`src/rtl/ddr2i_pkg.sv`:
```
package ddr2i_pkg;

    // {cs_n, ras_n, cas_n, we_n}
    typedef enum logic [3:0] {
        CMD_LMR   = 4'b0000,
        CMD_REF   = 4'b0001,
        CMD_PRE   = 4'b0010,
        CMD_ACT   = 4'b0011,
        CMD_WR    = 4'b0100,
        CMD_RD    = 4'b0101,
        CMD_NOP   = 4'b0111,
        CMD_DESEL = 4'b1111
    } cmd_e;

    typedef enum logic [3:0] {
        ST_NOP_START,
        ST_PALL_A,
        ST_LM3,
        ST_LM2,
        ST_LM1,
        ST_LM0_DLL,
        ST_PALL_B,
        ST_REF_A,
        ST_REF_B,
        ST_LM0,
        ST_LM1_OCD,
        ST_LM1_FINAL,
        ST_NOP_END
    } step_e;

    typedef enum logic [1:0] {
        GAP_ONE,
        GAP_RP,
        GAP_MRD,
        GAP_RFC
    } gap_e;

    typedef enum logic [1:0] {
        PH_CKE_LOW,
        PH_SEQ,
        PH_DLL_WAIT,
        PH_READY
    } phase_e;

    function automatic int ceil_div(input int num, input int den);
        return (num + den - 1) / den;
    endfunction

    function automatic int at_least_one(input int v);
        return (v < 1) ? 1 : v;
    endfunction

    function automatic int max_of(input int a, input int b);
        return (a > b) ? a : b;
    endfunction

endpackage

```
`src/rtl/ddr2i_step_table.sv`:
```
module ddr2i_step_table
    import ddr2i_pkg::*;
#(
    parameter int ADDR_W     = 13,
    parameter int BA_W       = 2,
    parameter int AP_BIT     = 10,
    parameter int DLLRST_BIT = 8,
    parameter int OCD_LSB    = 7
) (
    input  step_e              step,
    input  logic [ADDR_W-1:0]  mr0,
    input  logic [ADDR_W-1:0]  mr1,
    input  logic [ADDR_W-1:0]  mr2,
    input  logic [ADDR_W-1:0]  mr3,
    output cmd_e               cmd,
    output logic [BA_W-1:0]    ba,
    output logic [ADDR_W-1:0]  addr,
    output gap_e               gap
);

    localparam logic [ADDR_W-1:0] AP_MASK  = ADDR_W'(1) << AP_BIT;
    localparam logic [ADDR_W-1:0] DLL_MASK = ADDR_W'(1) << DLLRST_BIT;
    localparam logic [ADDR_W-1:0] OCD_MASK = ADDR_W'(7) << OCD_LSB;

    always_comb begin
        cmd  = CMD_NOP;
        ba   = '0;
        addr = '0;
        gap  = GAP_ONE;
        case (step)
            ST_NOP_START: begin
                cmd = CMD_NOP;
                gap = GAP_ONE;
            end
            ST_PALL_A, ST_PALL_B: begin
                cmd  = CMD_PRE;
                addr = AP_MASK;
                gap  = GAP_RP;
            end
            ST_LM3: begin
                cmd  = CMD_LMR;
                ba   = BA_W'(3);
                addr = mr3;
                gap  = GAP_MRD;
            end
            ST_LM2: begin
                cmd  = CMD_LMR;
                ba   = BA_W'(2);
                addr = mr2;
                gap  = GAP_MRD;
            end
            ST_LM1, ST_LM1_FINAL: begin
                cmd  = CMD_LMR;
                ba   = BA_W'(1);
                addr = mr1;
                gap  = GAP_MRD;
            end
            ST_LM1_OCD: begin
                cmd  = CMD_LMR;
                ba   = BA_W'(1);
                addr = mr1 | OCD_MASK;
                gap  = GAP_MRD;
            end
            ST_LM0_DLL: begin
                cmd  = CMD_LMR;
                addr = mr0 | DLL_MASK;
                gap  = GAP_MRD;
            end
            ST_LM0: begin
                cmd  = CMD_LMR;
                addr = mr0;
                gap  = GAP_MRD;
            end
            ST_REF_A, ST_REF_B: begin
                cmd = CMD_REF;
                gap = GAP_RFC;
            end
            ST_NOP_END: begin
                cmd = CMD_NOP;
                gap = GAP_ONE;
            end
            default: begin
                cmd = CMD_NOP;
            end
        endcase
    end

endmodule

```
`src/rtl/ddr2i_dll_timer.sv`:
```
module ddr2i_dll_timer #(
    parameter int LOCK_CK = 200
) (
    input  logic clk,
    input  logic rst,
    input  logic start,
    output logic elapsed
);

    localparam int CW = (LOCK_CK < 2) ? 1 : $clog2(LOCK_CK + 1);
    localparam logic [CW-1:0] LAST = CW'(LOCK_CK - 1);

    logic [CW-1:0] cnt;

    always_ff @(posedge clk) begin
        if (rst) begin
            cnt <= '0;
        end else if (start) begin
            cnt <= '0;
        end else if (cnt != LAST) begin
            cnt <= cnt + CW'(1);
        end
    end

    assign elapsed = (cnt == LAST);

endmodule

```
`src/rtl/ddr2_init_seq.sv`:
```
module ddr2_init_seq
    import ddr2i_pkg::*;
#(
    parameter int ADDR_W     = 13,
    parameter int BA_W       = 2,
    parameter int CLK_PS     = 10000,
    parameter int TRP_PS     = 13125,
    parameter int TRFC_PS    = 105000,
    parameter int TMRD_CK    = 2,
    parameter int DLL_CK     = 200,
    parameter int CKE_LOW_CK = 20,
    parameter int AP_BIT     = 10,
    parameter int DLLRST_BIT = 8,
    parameter int OCD_LSB    = 7
) (
    input  logic              clk,
    input  logic              rst,
    input  logic [ADDR_W-1:0] mr0,
    input  logic [ADDR_W-1:0] mr1,
    input  logic [ADDR_W-1:0] mr2,
    input  logic [ADDR_W-1:0] mr3,
    output logic              cke,
    output logic              cs_n,
    output logic              ras_n,
    output logic              cas_n,
    output logic              we_n,
    output logic [BA_W-1:0]   ba,
    output logic [ADDR_W-1:0] addr,
    output logic              init_done
);

    localparam int TRP_CK  = at_least_one(ceil_div(TRP_PS, CLK_PS));
    localparam int TRFC_CK = at_least_one(ceil_div(TRFC_PS, CLK_PS));
    localparam int MRD_CK  = at_least_one(TMRD_CK);
    localparam int MAX_GAP = max_of(max_of(TRP_CK, TRFC_CK), MRD_CK);
    localparam int GAP_W   = (MAX_GAP < 2) ? 1 : $clog2(MAX_GAP + 1);
    localparam int PWR_W   = (CKE_LOW_CK < 2) ? 1 : $clog2(CKE_LOW_CK + 1);
    localparam logic [PWR_W-1:0] PWR_LAST = PWR_W'(at_least_one(CKE_LOW_CK) - 1);

    phase_e             phase;
    step_e              step;
    logic [GAP_W-1:0]   wcnt;
    logic [PWR_W-1:0]   pwr_cnt;
    logic               cke_q;
    cmd_e               cmd_q;
    logic [BA_W-1:0]    ba_q;
    logic [ADDR_W-1:0]  addr_q;
    logic               done_q;

    cmd_e               tbl_cmd;
    logic [BA_W-1:0]    tbl_ba;
    logic [ADDR_W-1:0]  tbl_addr;
    gap_e               tbl_gap;
    logic [GAP_W-1:0]   gap_cycles;
    logic               issue;
    logic               dll_start;
    logic               dll_elapsed;

    ddr2i_step_table #(
        .ADDR_W     (ADDR_W),
        .BA_W       (BA_W),
        .AP_BIT     (AP_BIT),
        .DLLRST_BIT (DLLRST_BIT),
        .OCD_LSB    (OCD_LSB)
    ) u_table (
        .step (step),
        .mr0  (mr0),
        .mr1  (mr1),
        .mr2  (mr2),
        .mr3  (mr3),
        .cmd  (tbl_cmd),
        .ba   (tbl_ba),
        .addr (tbl_addr),
        .gap  (tbl_gap)
    );

    always_comb begin
        case (tbl_gap)
            GAP_RP:  gap_cycles = GAP_W'(TRP_CK);
            GAP_RFC: gap_cycles = GAP_W'(TRFC_CK);
            GAP_MRD: gap_cycles = GAP_W'(MRD_CK);
            default: gap_cycles = GAP_W'(1);
        endcase
    end

    assign issue     = (phase == PH_SEQ) && (wcnt == '0);
    assign dll_start = issue && (step == ST_LM0_DLL);

    ddr2i_dll_timer #(
        .LOCK_CK (at_least_one(DLL_CK))
    ) u_dll (
        .clk     (clk),
        .rst     (rst),
        .start   (dll_start),
        .elapsed (dll_elapsed)
    );

    always_ff @(posedge clk) begin
        if (rst) begin
            phase   <= PH_CKE_LOW;
            step    <= ST_NOP_START;
            wcnt    <= '0;
            pwr_cnt <= '0;
            cke_q   <= 1'b0;
            cmd_q   <= CMD_DESEL;
            ba_q    <= '0;
            addr_q  <= '0;
            done_q  <= 1'b0;
        end else begin
            case (phase)
                PH_CKE_LOW: begin
                    if (pwr_cnt == PWR_LAST) begin
                        cke_q <= 1'b1;
                        cmd_q <= CMD_NOP;
                        phase <= PH_SEQ;
                        step  <= ST_NOP_START;
                        wcnt  <= '0;
                    end else begin
                        pwr_cnt <= pwr_cnt + PWR_W'(1);
                    end
                end
                PH_SEQ: begin
                    if (wcnt == '0) begin
                        cmd_q  <= tbl_cmd;
                        ba_q   <= tbl_ba;
                        addr_q <= tbl_addr;
                        wcnt   <= gap_cycles - GAP_W'(1);
                        if (step == ST_NOP_END) begin
                            phase <= PH_DLL_WAIT;
                        end else begin
                            step <= step_e'(step + 4'd1);
                        end
                    end else begin
                        cmd_q  <= CMD_NOP;
                        ba_q   <= '0;
                        addr_q <= '0;
                        wcnt   <= wcnt - GAP_W'(1);
                    end
                end
                PH_DLL_WAIT: begin
                    cmd_q  <= CMD_NOP;
                    ba_q   <= '0;
                    addr_q <= '0;
                    if (dll_elapsed) begin
                        done_q <= 1'b1;
                        phase  <= PH_READY;
                    end
                end
                default: begin
                    cmd_q  <= CMD_NOP;
                    ba_q   <= '0;
                    addr_q <= '0;
                end
            endcase
        end
    end

    assign cke       = cke_q;
    assign cs_n      = cmd_q[3];
    assign ras_n     = cmd_q[2];
    assign cas_n     = cmd_q[1];
    assign we_n      = cmd_q[0];
    assign ba        = ba_q;
    assign addr      = addr_q;
    assign init_done = done_q;

endmodule

```
`config.mk`:
```
export PLATFORM = sky130hd
export DESIGN_NAME = ddr2_init_seq
export DESIGN_NICKNAME = d
export VERILOG_FILES = /design/src/rtl/ddr2i_pkg.sv /design/src/rtl/ddr2i_step_table.sv /design/src/rtl/ddr2i_dll_timer.sv /design/src/rtl/ddr2_init_seq.sv
export SDC_FILE = /design/constraint.sdc
export NUM_CORES = 1
export LEC_CHECK = 0
export BUFFER_PORTS_ARGS = -buffer_cell sky130_fd_sc_hd__buf_2
export CORE_AREA = 2 2 82 84
export CTS_CLUSTER_SIZE = 40
export DETAILED_ROUTE_END_ITERATION = 7
export DIE_AREA = 0 0 84 86
export PLACE_DENSITY = 0.77
export SETUP_SLACK_MARGIN = 0.15
export SLEW_MARGIN = 5
export SYNTH_ARGS = -nofsm -noshare
export SYNTH_HDL_FRONTEND = slang
export SYNTH_HIERARCHICAL = 1
export SYNTH_SLANG_ARGS = --single-unit
```
`constraint.sdc`:
```
create_clock -name clk -period 2.7 [get_ports clk]
set_input_delay 0 -clock clk [delete_from_list [all_inputs] [get_ports clk]]
set_output_delay 0 -clock clk [all_outputs]
set_load 0.02 [all_outputs]
```
==> reports/results.ini <==
[cts]
clock_path_buffers=2
cts_tree=built
post-cts-setup-buffer-count=0
insertion_delay_ns=0.30
cts_buffers=5
postCtsHoldBufs=0
path_clk_slew_ns=0.09
cts_sinks=44
clockRootBuffer=clkbuf_8
htreeDepth=2

[global_routing]
grt_usage_pct=18.6
grt_max_degree=39
grt_remaining_overflow=0
grt_pass1_wl_um=11100
antenna_found_initial=0
first_global_vias=2507

[power]
power_mw=1.45
irDropWorstVdd_v=0.000234
seqPwrFrac_pct=48.2
power.density_nw_per_um2=448
p_clk_share_pct=27.6
power.switching_uw=470
p_leak_nw=1.32
combPwrFrac_pct=24.3
p_sw_share_pct=32.4
p_int_uw=983

[layout]
final_cell_mix=74 x buf_2, 44 x dfxtp_1, 30 x a21oi_1
area_growth_pct=18.5
multi_input_area_um2=1700
drive_gt1_share_pct=25.9
final_cells=479
seqCellArea_um2=881
final_util_pct=51.7
diodes=0
layout_commonest_cell=buf_2
finalInstanceArea_um2=3250
nets=469
fillers=623

[sta]
skew_ns=0.0133
tightest_slew_ns=0.689
rsz0062_at_grt=no
slew_violations=0
setup_viol=0
fin_crit_ns=2.32
holdWs_ns=0.128
min_period_over_period_pct=85.8
final.setup.worst_slack_ns=0.384
hold_viol=0
tns_ns=0
slew_headroom_pct=54.0
fmax_ghz=0.432

[drt]
wl_um=6530
first_pass_iters=4
drtAntennaViolNets=0
wl_per_cell_um=13.6
vias_per_cell=5.56
vias=2665
dr.first_iter.drc_count=93
drc=0

[setup_path]
ff2ff_setup_slack_ns=0.38
crit_type=reg -> reg
end_kind=flip-flop
cp_cell_sequence=xnor2_1 -> o31ai_1 -> inv_1 -> ha_1 -> a211oi_1 -> a2111oi_1 -> xor2_1 -> and2_1
startpoint_type=flip-flop
worst-path-buf-inv=1
cp_slowest_stage_delay_ns=0.52
crit_fanout=10
cp_data_required_time_ns=2.89
cpMaxStageDelayCell=dfxtp_1
cp.arrival_ns=2.51
crit_family=compound AO/OA/AOI/OAI gates

[floorplan]
fp.coreArea_um2=6280
die_h_um=86
die_x_um=84
num_rows=29
start_util_pct=43.6
io_pins=75
dieArea_um2=7220

[synthesis]
synthesis.area_um2=2740
yosysSeqAreaShare_pct=32.2
postSynthAreaPerCell_um2=8.20
yosysTopAreaCell=dfxtp_1
post_synth_num_cell_types=59
async_flop_share_pct=0
syn-instance-count=334
yosysWarnings=6
ys.flop_type=dfxtp_1
yosys-top-cells-area=dfxtp_1 32%, ha_1 5.9%, a21oi_1 5.5%
synth_fp_nets=401
synth_edf_count=0
synth_top_area_share_pct=32.2
synth_seq_cells=44

[placement]
io_buffers=74
dp.final_hpwl_um=4850
place_inst=472
placed_area_um2=3160
gp_congestion=0.892
pre_cts_ws_ns=0.358

[worst_hold_path]
hold_path_class=in -> reg

[job]
drv_cap=0

[outcome]
status=completed

-- flip-flops by register name, summed over array words and instances, names as in the netlist --
| name | cells |
|---|---|
| addr | 13 |
| u_dll/cnt | 8 |
| pwr_cnt | 5 |
| cmd_q | 4 |
| step | 4 |
| wcnt | 4 |
| ba | 2 |
| phase | 2 |
| cke | 1 |
| init_done | 1 |
-- synthesized netlist by cell type (all sizes together) (3+ instances only) --
master	n
dfxtp	44
a21oi	30
nand2	30
nor2	27
nand3	24
buf	15
ha	13
inv	13
o21ai	13
a221o	12
mux2i	12
nor3	12
nand2b	8
clkbuf	7
xor2	7
nand4	5
a211oi	4
and2	4
or3	4
xnor2	4
a21boi	3
nand3b	3
nor2b	3
o21bai	3
o31ai	3
or3b	3
-- power by group through the flow --
stage                     Sequential, mW  Combinational, mW  Clock, mW
after floorplan                    0.713              0.235          0
after global placement             0.713              0.340          0
after detailed placement           0.712              0.350          0
after CTS                          0.699              0.351      0.410
after global routing               0.704              0.397      0.441
final                              0.700              0.353      0.401
-- layer usage --
metal | part of all wire [%] | track usage [%]
met1 | 44 | 22.2
met2 | 49 | 33.6
met3 | 5.4 | 3.75
met4 | 1.5 | 5.87
met5 | 0 | 0
-- path summary, 6_finish.rpt --
| path | cells after the start | start | end |
|---|---|---|---|
| worst min register to register | 2 | addr[1] | addr[1] |
| worst min-delay path | 4 | mr1[8] | addr[8] |
| worst max-delay path | 8 | step[3] | wcnt[2] |
| worst max register to register | 8 | step[3] | wcnt[2] |
-- logic make-up after synthesis --
| logic type | synth area share (%) |
|---|---|
| buf+inv | 5.76 |
| fa+ha+maj | 5.94 |
| flops | 32.2 |
| compound gates | 21.2 |
| xor+xnor | 3.52 |
| simple gates | 26.4 |
| mux | 4.93 |
| other cells | 0.137 |
-- layout make-up --
type | instances | area share, %
clock buffers | 5 | 2.12
clock inverters | 2 | 0.385
inverters | 13 | 1.50
multi-input cells | 255 | 52.4
flip-flops and latches | 44 | 27.1
well taps | 77 | 2.97
repair buffers | 83 | 13.5
-- what timing repair did --
| action | 4_1_cts | 5_1_grt |
|---|---|---|
| setup endpoints to repair | 0 | 1 |
| hold endpoints to repair | 0 | 0 |
| gates resized for setup | 0 | 1 |
-- worst min-delay path, delay by kind of cell --
family | cells | cell delay, ns
simple gates | 1 | 0.07
buf+inv | 1 | 0.08
compound gates | 2 | 0.25
Power figures use the tool's default switching activity.
